==> config.mk <==
export PLATFORM = sky130hd
export DESIGN_NAME = cdt_gen
export DESIGN_NICKNAME = d
export VERILOG_FILES = /design/src/rtl/cdt_pkg.sv /design/src/rtl/cdt_tick_timer.sv /design/src/rtl/cdt_pair_core.sv /design/src/rtl/cdt_out_mux.sv /design/src/rtl/cdt_gen.sv
export SDC_FILE = /design/constraint.sdc
export NUM_CORES = 1
export LEC_CHECK = 0
export CAP_MARGIN = 40
export CORE_AREA = 2 2 70 55
export CTS_CLUSTER_SIZE = 30
export DETAILED_ROUTE_END_ITERATION = 12
export DIE_AREA = 0 0 72 57
export PLACE_DENSITY = 0.72
export SLEW_MARGIN = 10
export SYNTH_ARGS = -nofsm -noshare
export SYNTH_HDL_FRONTEND = slang
export SYNTH_SLANG_ARGS = --single-unit
export TNS_END_PERCENT = 20
==> constraint.sdc <==
create_clock -name clk -period 3.3 [get_ports clk]
set_input_delay 0.66 -clock clk [delete_from_list [all_inputs] [get_ports clk]]
set_output_delay 0.66 -clock clk [all_outputs]
set_load 0.01 [all_outputs]
==> src/rtl/cdt_pkg.sv <==
`timescale 1ns/1ps
// cdt_pkg: shared types for the complementary dead-time generator.
// Assumes nothing beyond a synthesizable enum of two bits.
package cdt_pkg;

    // Channels making up one complementary pair.
    localparam int CH_PER_PAIR = 2;

    // Per-pair generator state: off (bypass), in the guard gap, or driving.
    typedef enum logic [1:0] {
        GEN_OFF = 2'd0,
        GEN_GAP = 2'd1,
        GEN_RUN = 2'd2
    } gen_state_e;

endpackage

==> src/rtl/cdt_tick_timer.sv <==
`timescale 1ns/1ps
// cdt_tick_timer: down counter that measures the dead interval in ticks.
// A load reloads it with the dead length. Each tick-qualified cycle then
// removes one unit. The expire strobe marks the cycle whose tick takes the
// count from one to zero. Assumes load has priority over counting.
module cdt_tick_timer #(
    parameter int DEAD_W = 8
) (
    input  logic              clk,
    input  logic              rst_n,
    input  logic              load,
    input  logic [DEAD_W-1:0] load_val,
    input  logic              tick,
    output logic              busy,
    output logic              expire
);

    logic [DEAD_W-1:0] cnt_q;

    // Reload on request, otherwise step down once per tick until empty.
    always_ff @(posedge clk) begin
        if (!rst_n) begin
            cnt_q <= '0;
        end else if (load) begin
            cnt_q <= load_val;
        end else if (tick && (cnt_q != '0)) begin
            cnt_q <= cnt_q - 1'b1;
        end
    end

    assign busy   = (cnt_q != '0);
    assign expire = tick && !load && (cnt_q == {{(DEAD_W-1){1'b0}}, 1'b1});

    // a ticked cycle removes exactly one unit from a running count.
    assert_tick_step_R5: assert property (@(posedge clk) disable iff (!rst_n)
        (!load && tick && (cnt_q != '0)) |=> (cnt_q == $past(cnt_q) - 1'b1));

    // without a tick and without a reload the remaining gap is frozen.
    assert_no_tick_hold_R5: assert property (@(posedge clk) disable iff (!rst_n)
        (!load && !tick) |=> $stable(cnt_q));

endmodule

==> src/rtl/cdt_pair_core.sv <==
`timescale 1ns/1ps
// cdt_pair_core: complementary generator for one channel pair.
// Registers the source and detects each level change. On a change it blanks
// both outputs and restarts the dead timer, then releases the output that
// matches the source once the timer has run out. When disabled it stays
// blank and keeps the timer preloaded, so enabling starts with a full gap.
// Assumes src is synchronous to clk.
module cdt_pair_core
    import cdt_pkg::*;
#(
    parameter int DEAD_W = 8
) (
    input  logic              clk,
    input  logic              rst_n,
    input  logic              gen_en,
    input  logic              tick,
    input  logic [DEAD_W-1:0] dead_len,
    input  logic              src,
    output logic              prim_q,
    output logic              comp_q
);

    logic       src_q;
    logic       edge_seen;
    logic       tmr_load;
    logic       tmr_busy;
    logic       tmr_expire;
    gen_state_e st_q;
    gen_state_e st_d;
    logic       prim_d;
    logic       comp_d;

    // Keep the previous source level to detect edges.
    always_ff @(posedge clk) begin
        if (!rst_n) begin
            src_q <= 1'b0;
        end else begin
            src_q <= src;
        end
    end

    assign edge_seen = src ^ src_q;
    assign tmr_load  = !gen_en || edge_seen;

    cdt_tick_timer #(
        .DEAD_W (DEAD_W)
    ) u_timer (
        .clk      (clk),
        .rst_n    (rst_n),
        .load     (tmr_load),
        .load_val (dead_len),
        .tick     (tick),
        .busy     (tmr_busy),
        .expire   (tmr_expire)
    );

    // Next state and output levels of the pair.
    always_comb begin
        st_d   = st_q;
        prim_d = prim_q;
        comp_d = comp_q;
        if (!gen_en) begin
            st_d   = GEN_OFF;
            prim_d = 1'b0;
            comp_d = 1'b0;
        end else if (edge_seen) begin
            if (dead_len == '0) begin
                st_d   = GEN_RUN;
                prim_d = src;
                comp_d = !src;
            end else begin
                st_d   = GEN_GAP;
                prim_d = 1'b0;
                comp_d = 1'b0;
            end
        end else begin
            case (st_q)
                GEN_OFF, GEN_GAP: begin
                    if (!tmr_busy || tmr_expire) begin
                        st_d   = GEN_RUN;
                        prim_d = src_q;
                        comp_d = !src_q;
                    end else begin
                        st_d   = GEN_GAP;
                        prim_d = 1'b0;
                        comp_d = 1'b0;
                    end
                end
                GEN_RUN: begin
                    prim_d = src_q;
                    comp_d = !src_q;
                end
                default: begin
                    st_d   = GEN_OFF;
                    prim_d = 1'b0;
                    comp_d = 1'b0;
                end
            endcase
        end
    end

    // State and output registers.
    always_ff @(posedge clk) begin
        if (!rst_n) begin
            st_q   <= GEN_OFF;
            prim_q <= 1'b0;
            comp_q <= 1'b0;
        end else begin
            st_q   <= st_d;
            prim_q <= prim_d;
            comp_q <= comp_d;
        end
    end

    // the two generated outputs are mutually exclusive.
    assert_no_overlap_R6: assert property (@(posedge clk) disable iff (!rst_n)
        !(prim_q && comp_q));

    // a source edge with a nonzero gap blanks both outputs next cycle.
    assert_gap_after_edge_R3: assert property (@(posedge clk) disable iff (!rst_n)
        (gen_en && edge_seen && (dead_len != '0)) |=> (!prim_q && !comp_q));

    // the primary output only rises while the registered source is high.
    assert_prim_rise_level_R3: assert property (@(posedge clk) disable iff (!rst_n)
        $rose(prim_q) |-> src_q);

    // the complementary output only rises while the source is low.
    assert_comp_rise_level_R4: assert property (@(posedge clk) disable iff (!rst_n)
        $rose(comp_q) |-> !src_q);

    // turning the generator on with a nonzero gap starts blanked.
    assert_enable_blank_R9: assert property (@(posedge clk) disable iff (!rst_n)
        (!gen_en) |=> (!prim_q && !comp_q));

endmodule

==> src/rtl/cdt_out_mux.sv <==
`timescale 1ns/1ps
// cdt_out_mux: chooses between the generated pair and the raw channel inputs.
// Bypass is combinational so that a disabled pair is transparent.
module cdt_out_mux (
    input  logic gen_en,
    input  logic raw_a,
    input  logic raw_b,
    input  logic gen_a,
    input  logic gen_b,
    output logic out_a,
    output logic out_b
);

    // Generated levels when enabled, own inputs otherwise.
    always_comb begin
        out_a = gen_en ? gen_a : raw_a;
        out_b = gen_en ? gen_b : raw_b;
    end

endmodule

==> src/rtl/cdt_gen.sv <==
`timescale 1ns/1ps
// cdt_gen: complementary dead-time generator for NUM_PAIRS channel pairs.
// Pair p takes its source from channel 2p, its tick from the prescaler of
// channel 2p, and drives channels 2p (primary) and 2p+1 (complement).
// Assumes all inputs are synchronous to clk.
module cdt_gen
    import cdt_pkg::*;
#(
    parameter int NUM_PAIRS = 2,
    parameter int DEAD_W    = 8
) (
    input  logic                          clk,
    input  logic                          rst_n,
    input  logic [NUM_PAIRS-1:0]          pair_en,
    input  logic [NUM_PAIRS-1:0]          pair_tick,
    input  logic [NUM_PAIRS*DEAD_W-1:0]   pair_dead,
    input  logic [NUM_PAIRS*CH_PER_PAIR-1:0] ch_pwm_in,
    output logic [NUM_PAIRS*CH_PER_PAIR-1:0] ch_pwm_out
);

    localparam int NUM_CH = NUM_PAIRS * CH_PER_PAIR;

    logic [NUM_CH-1:0] gen_lvl;

    for (genvar p = 0; p < NUM_PAIRS; p++) begin : g_pair
        cdt_pair_core #(
            .DEAD_W (DEAD_W)
        ) u_core (
            .clk      (clk),
            .rst_n    (rst_n),
            .gen_en   (pair_en[p]),
            .tick     (pair_tick[p]),
            .dead_len (pair_dead[p*DEAD_W +: DEAD_W]),
            .src      (ch_pwm_in[CH_PER_PAIR*p]),
            .prim_q   (gen_lvl[CH_PER_PAIR*p]),
            .comp_q   (gen_lvl[CH_PER_PAIR*p+1])
        );

        cdt_out_mux u_mux (
            .gen_en (pair_en[p]),
            .raw_a  (ch_pwm_in[CH_PER_PAIR*p]),
            .raw_b  (ch_pwm_in[CH_PER_PAIR*p+1]),
            .gen_a  (gen_lvl[CH_PER_PAIR*p]),
            .gen_b  (gen_lvl[CH_PER_PAIR*p+1]),
            .out_a  (ch_pwm_out[CH_PER_PAIR*p]),
            .out_b  (ch_pwm_out[CH_PER_PAIR*p+1])
        );
    end

endmodule

==> results of run 1 <==
[state kept, by name, summed over array words and instances (netlist names)]
name,count
g_pair.u_core.st_q,4
g_pair.u_core.src_q,2
g_pair.u_core.prim_q,2
g_pair.u_core.u_timer.cnt_q,16
g_pair.u_core.comp_q,2
[worst max-delay path, cell delays in order]
cell	delay [ps]
clkdlybuf4s50_1	660
mux2_2	370
clkdlybuf4s50_1	470
[cells by family (layout without fill, tap and decap cells)]
group	count (synthesis)	count (layout)
buffers and inverters	24	46
AO/OA/AOI/OAI	63	63
flip-flops	26	26
XOR/XNOR	7	7
multiplexers	4	4
AND/OR/NAND/NOR	62	62
adder cells (fa/ha/maj)	4	4
[through the flow]
step	total power, mW	setup WS (ps)
CTS	0.7491	476.2
detailed placement	0.5712	478.4
finish	0.7445	473.5
global route	0.7860	415.1
global placement	0.5684	503.6
floorplan	0.5055	1403
[power by group]
group	switching [mW]	internal, mW
combinational	0.101	0.0990
sequential	0.0296	0.337
clock	0.0958	0.0818
total	0.226	0.518
[synthesized netlist by cell type, types with 2 or more instances]
| cell type | instances | share of area, % |
|---|---|---|
| o21ai_1 | 7 | 2.2 |
| dfxtp_1 | 26 | 33 |
| or4_1 | 5 | 2.4 |
| nor2_1 | 15 | 3.6 |
| mux2_2 | 3 | 2.1 |
| xnor2_1 | 6 | 3.3 |
| nand4_1 | 2 | 0.80 |
| clkbuf_1 | 3 | 0.72 |
| a211oi_1 | 3 | 1.4 |
| o221ai_1 | 2 | 1.1 |
| nor4_1 | 4 | 1.6 |
| ha_1 | 4 | 3.2 |
| nand3_1 | 4 | 1.3 |
| a2111oi_2 | 2 | 1.9 |
| nor3_1 | 3 | 0.96 |
| a31oi_1 | 5 | 2.0 |
| a21oi_1 | 19 | 6.1 |
| inv_1 | 13 | 3.1 |
| nand2_1 | 14 | 3.3 |
| o21ai_0 | 11 | 3.5 |
| and2_1 | 3 | 1.2 |
| o21a_1 | 2 | 0.96 |
| or3_1 | 3 | 1.2 |
| buf_2 | 2 | 0.64 |
| buf_4 | 4 | 1.9 |
| a41o_1 | 2 | 1.3 |
[final cells by class]
class	count	area [µm²]	share of cell area (%)
sequential	26	520.5	27.49
inverter	13	48.80	2.578
tap	42	52.55	2.776
timing repair buffer	30	297.8	15.73
clock buffer	3	41.29	2.181
multi-input combinational	140	932.1	49.24
[worst paths after layout]
| kind | start | endpoint | slack [ps] | cells past startpoint |
|---|---|---|---|---|
| max | pair_en[1] | ch_pwm_out[3] | 470 | 3 |
| min | g_pair[0].u_core.src_q$_SDFF_PN0_ | g_pair[0].u_core.prim_q$_SDFF_PN0_ | 510 | 1 |
| max reg2reg | g_pair[1].u_core.u_timer.cnt_q[4]$_SDFFE_PN0P_ | g_pair[1].u_core.prim_q$_SDFF_PN0_ | 1620 | 4 |
| min reg2reg | g_pair[0].u_core.src_q$_SDFF_PN0_ | g_pair[0].u_core.prim_q$_SDFF_PN0_ | 510 | 1 |
[per-layer routing]
layer	vias to the layer above	GRT usage, %	wire length (µm)
met1	649	27.19	1816
met2	39	25.13	1379
met5	-	0	0
met3	2	4.417	201
met4	0	4.582	30
li1	746	-	-
==> metrics, run 1 <==
Peak Freq=353.8 MHz; worst-margin pin slew=645.2 ps; Skew-Pair Late Insertion Delay=270 ps; chip width=72 µm; post-synthesis xor/xnor area fraction=approximately 4.4%; Final Cell Area=1893 µm²; post-DR wirelength/cell=13.49 µm; ys flop type=dfxtp_1; clk sinks=26; CTS tree=yes; Critical Path RT=2640 ps; routed vias/inst=5.654; Root Buffer=clkbuf_8; pin count of the biggest net entering global routing=18; worst-case vdd ir drop=between 0.2 and 0.3 mV; Power Dens Cells=393.3 nW/µm²; Routability Congestion=0.8309; Final setup violation count=0; Max Slew Vio Count=0; utilization after layout=54.17%; Layout fillers=357; Ports=30; CP Launch Type=input pin; Unique masters post-synth=49; Crit path arrival time=2170 ps; Post-synth EDFFs=0; vias in the first global route=1289; fin crit period=2827 ps; 1st-iter DRT viols=58; max cap viols=0; Avg Cell Area, Syn=8.271 µm²; Syn Nets=220; largest family of logic cells by synthesized area=compound AO/OA/AOI/OAI gates; area grow syn2layout=20.46%; Compound-Gate Fraction of Synth Area=26.27%; router iterations before antenna repair=4; Starting Density=between 40 and 50%; Setup crit end kind=output port; DRT Wirelength=around 3.4 mm; adder-cell share of the synthesized area=3.185%; Via Count=about 1400; commonest cells after routing, fill and taps aside=29 x clkdlybuf4s50_1, 26 x dfxtp_1, 19 x a21oi_1, 15 x nor2_1, 14 x nand2_1; GRT Total Usage=~18%; HP Class=flop to flop; HPWL Detailed=approximately 2.6 mm; Total Negative Setup Slacks=0 ps; I/O Buffers=29; Max H-tree Level=1; Hold Buf Count CTS=0; final hold violations=0; Pleak=0.6809 nW; final hold slack=507.9 ps; Die Y=57 µm; simple-gate area share of the yosys netlist=22.69%; # DRC=0; antenna violations before repair=0; post-route insts no fill=254; first-pass GRT wire length=5.816 mm; Antenna diodes=0; die area=4104 µm²; Synth Register Bits=26; skew final=5.660 ps; Mapped Cells=190; post-synthesis mux area share=~2.8%; Max clock buf depth=2; dpl cell area=1852 µm²; layout cells sized above 1=7.547%; post-CTS sizing=0; grt ovf=0; clock buffer count from CTS=3; # nets final=244; Worst slew margin=56.59%; sequential fraction of the synthesis area=33.12%; final worst path period share=85.65%; placed cell count=~250; Core Region=3495 µm²; setup bufs post-CTS=0; YS warnings=0; unrepaired setup endpoints after global routing=false; Synth Cell Area=1572 µm²; clock-pin slew on the worst setup and hold paths=approximately 80 ps; std cell rows=19; kind of critical path=input pin to output port; commonest non-fill, non-tap cell in the layout=clkdlybuf4s50_1; status=finished, final reports clean; Post-synth ARST share=0%; CP max FO=9; antenna viol nets, final=0
Note: power is estimated with default switching activity, not from simulation.
==> inputs of run 2 (changes only) <==
Settings changed: ABC_CLOCK_PERIOD_IN_PS set to 3300, CTS_CLUSTER_SIZE 30 to not set, MAX_ROUTING_LAYER set to met4.
==> run 2 against run 1 <==
Effect of this change: clock power hardly changed; design area unchanged; flip-flop and latch count is the same; routed wire length decreased by 0.20%; count of clock-buffer cells in the layout unchanged; first-iteration DRC count shrank 5.2%; via count about the same; sequential share of layout area stayed put; worst setup slack got worse by 0.55 ps; maximum frequency hardly changed.
==> metrics, run 2 (synthesis results as in run 1) <==
status=finished, final reports clean (unchanged); I/O Buffers=29 (unchanged); dpl cell area=1852 µm² (unchanged); kind of critical path=input pin to output port (unchanged); HP Class=flop to flop (unchanged); Crit path arrival time=2170 ps (about the same); worst-case vdd ir drop=0.2652 mV (was 0.2660 mV); # nets final=244 (unchanged); HPWL Detailed=2.582 mm (unchanged); Pwr Total=0.7433 mW (was 0.7445 mW); DRT Wirelength=3.420 mm (was 3.427 mm); first-pass GRT wire length=5.809 mm (was 5.816 mm); Skew-Pair Late Insertion Delay=270 ps (about the same); router iterations before antenna repair=4 (unchanged); setup bufs post-CTS=0 (unchanged); CP Launch Type=input pin (unchanged); routed vias/inst=5.650 (was 5.654); final hold violations=0 (unchanged); Max H-tree Level=1 (unchanged); skew final=5.217 ps (was 5.660 ps); GRT Total Usage=18.39% (was 17.87%); chip width=72 µm (unchanged); Final setup violation count=0 (unchanged); Worst slew margin=56.61% (was 56.59%); pin count of the biggest net entering global routing=18 (unchanged); clock-pin slew on the worst setup and hold paths=80 ps (about the same); Max Slew Vio Count=0 (unchanged); Hold Buf Count CTS=0 (unchanged); Core Region=3495 µm² (unchanged); # DRC=0 (unchanged); Final Cell Area=1893 µm² (unchanged); 1st-iter DRT viols=55 (was 58); final worst path period share=85.67% (was 85.65%); std cell rows=19 (unchanged); final hold slack=507.7 ps (was 507.9 ps); grt ovf=0 (unchanged); Ports=30 (unchanged); fin crit period=2827 ps (about the same); commonest cells after routing, fill and taps aside=29 x clkdlybuf4s50_1, 26 x dfxtp_1, 19 x a21oi_1, 15 x nor2_1, 14 x nand2_1 (unchanged); Power Dens Cells=392.7 nW/µm² (was 393.3 nW/µm²); Setup crit end kind=output port (unchanged); unrepaired setup endpoints after global routing=false (unchanged); Largest regs=g_pair.u_core.u_timer.cnt_q (16), g_pair.u_core.st_q (4) (unchanged); Biggest register=g_pair.u_core.u_timer.cnt_q (unchanged); CP max FO=9 (unchanged); CTS tree=yes (unchanged); vias in the first global route=1290 (was 1289); Root Buffer=clkbuf_8 (unchanged); Pleak=0.6809 nW (unchanged); Antenna diodes=0 (unchanged); die area=4104 µm² (unchanged); area grow syn2layout=20.46% (unchanged); max cap viols=0 (unchanged); worst-margin pin slew=644.9 ps (was 645.2 ps); Critical Path RT=2640 ps (about the same); Die Y=57 µm (unchanged); commonest non-fill, non-tap cell in the layout=clkdlybuf4s50_1 (unchanged); Via Count=1435 (was 1436); layout cells sized above 1=7.547% (unchanged); Peak Freq=353.7 MHz (was 353.8 MHz); clock buffer count from CTS=3 (unchanged); Max clock buf depth=2 (unchanged); post-route insts no fill=254 (unchanged); Total Negative Setup Slacks=0 ps (unchanged); max reg flops=16 (unchanged); clk sinks=26 (unchanged); antenna viol nets, final=0 (unchanged); post-DR wirelength/cell=13.46 µm (was 13.49 µm); Routability Congestion=0.8436 (was 0.8309); placed cell count=251 (unchanged); post-CTS sizing=0 (unchanged); Starting Density=44.97% (unchanged); antenna violations before repair=0 (unchanged)
## run 2: power by group
part	switching [mW]	total, mW	internal (mW)
sequential	0.0295	0.367	0.337
combinational	0.101	0.200	0.0990
clock	0.0947	0.176	0.0818
## run 2: worst max-delay path: stages
cell	delay (ps)
clkdlybuf4s50_1	660
mux2_2	370
clkdlybuf4s50_1	470
## run 2: cell type report
cell class	instances	area, µm²
repair buffers	30	297.8
well taps	42	52.55
inverters	13	48.80
fillers	357	1602
multi-input cells	140	932.1
flip-flops and latches	26	520.5
clock buffers	3	41.29
## run 2: per-stage QoR
| step | setup WS, ps | utilization [%] |
|---|---|---|
| 2_1_floorplan | 1403 | - |
| 3_3_place_gp | 503.6 | 52.99 |
| 3_5_place_dp | 478.4 | 52.99 |
| 4_1_cts | 476.2 | 54.17 |
| 5_1_grt | 415.1 | 54.17 |
| 6_report | 472.9 | 54.17 |
## run 2: final timing paths
path	from	endpoint	slack, ps	cells past startpoint
min	g_pair[0].u_core.src_q$_SDFF_PN0_	g_pair[0].u_core.prim_q$_SDFF_PN0_	510	1
max reg2reg	g_pair[1].u_core.u_timer.cnt_q[4]$_SDFFE_PN0P_	g_pair[1].u_core.prim_q$_SDFF_PN0_	1620	4
max	pair_en[1]	ch_pwm_out[3]	470	3
min reg2reg	g_pair[0].u_core.src_q$_SDFF_PN0_	g_pair[0].u_core.prim_q$_SDFF_PN0_	510	1
## run 2: layer usage
metal	vias to the layer above	track usage, %	routed length (µm)
met5	-	-	0
met4	0	4.582	28
met3	2	4.417	187
met2	37	25.13	1378
met1	650	27.08	1824
li1	746	-	-
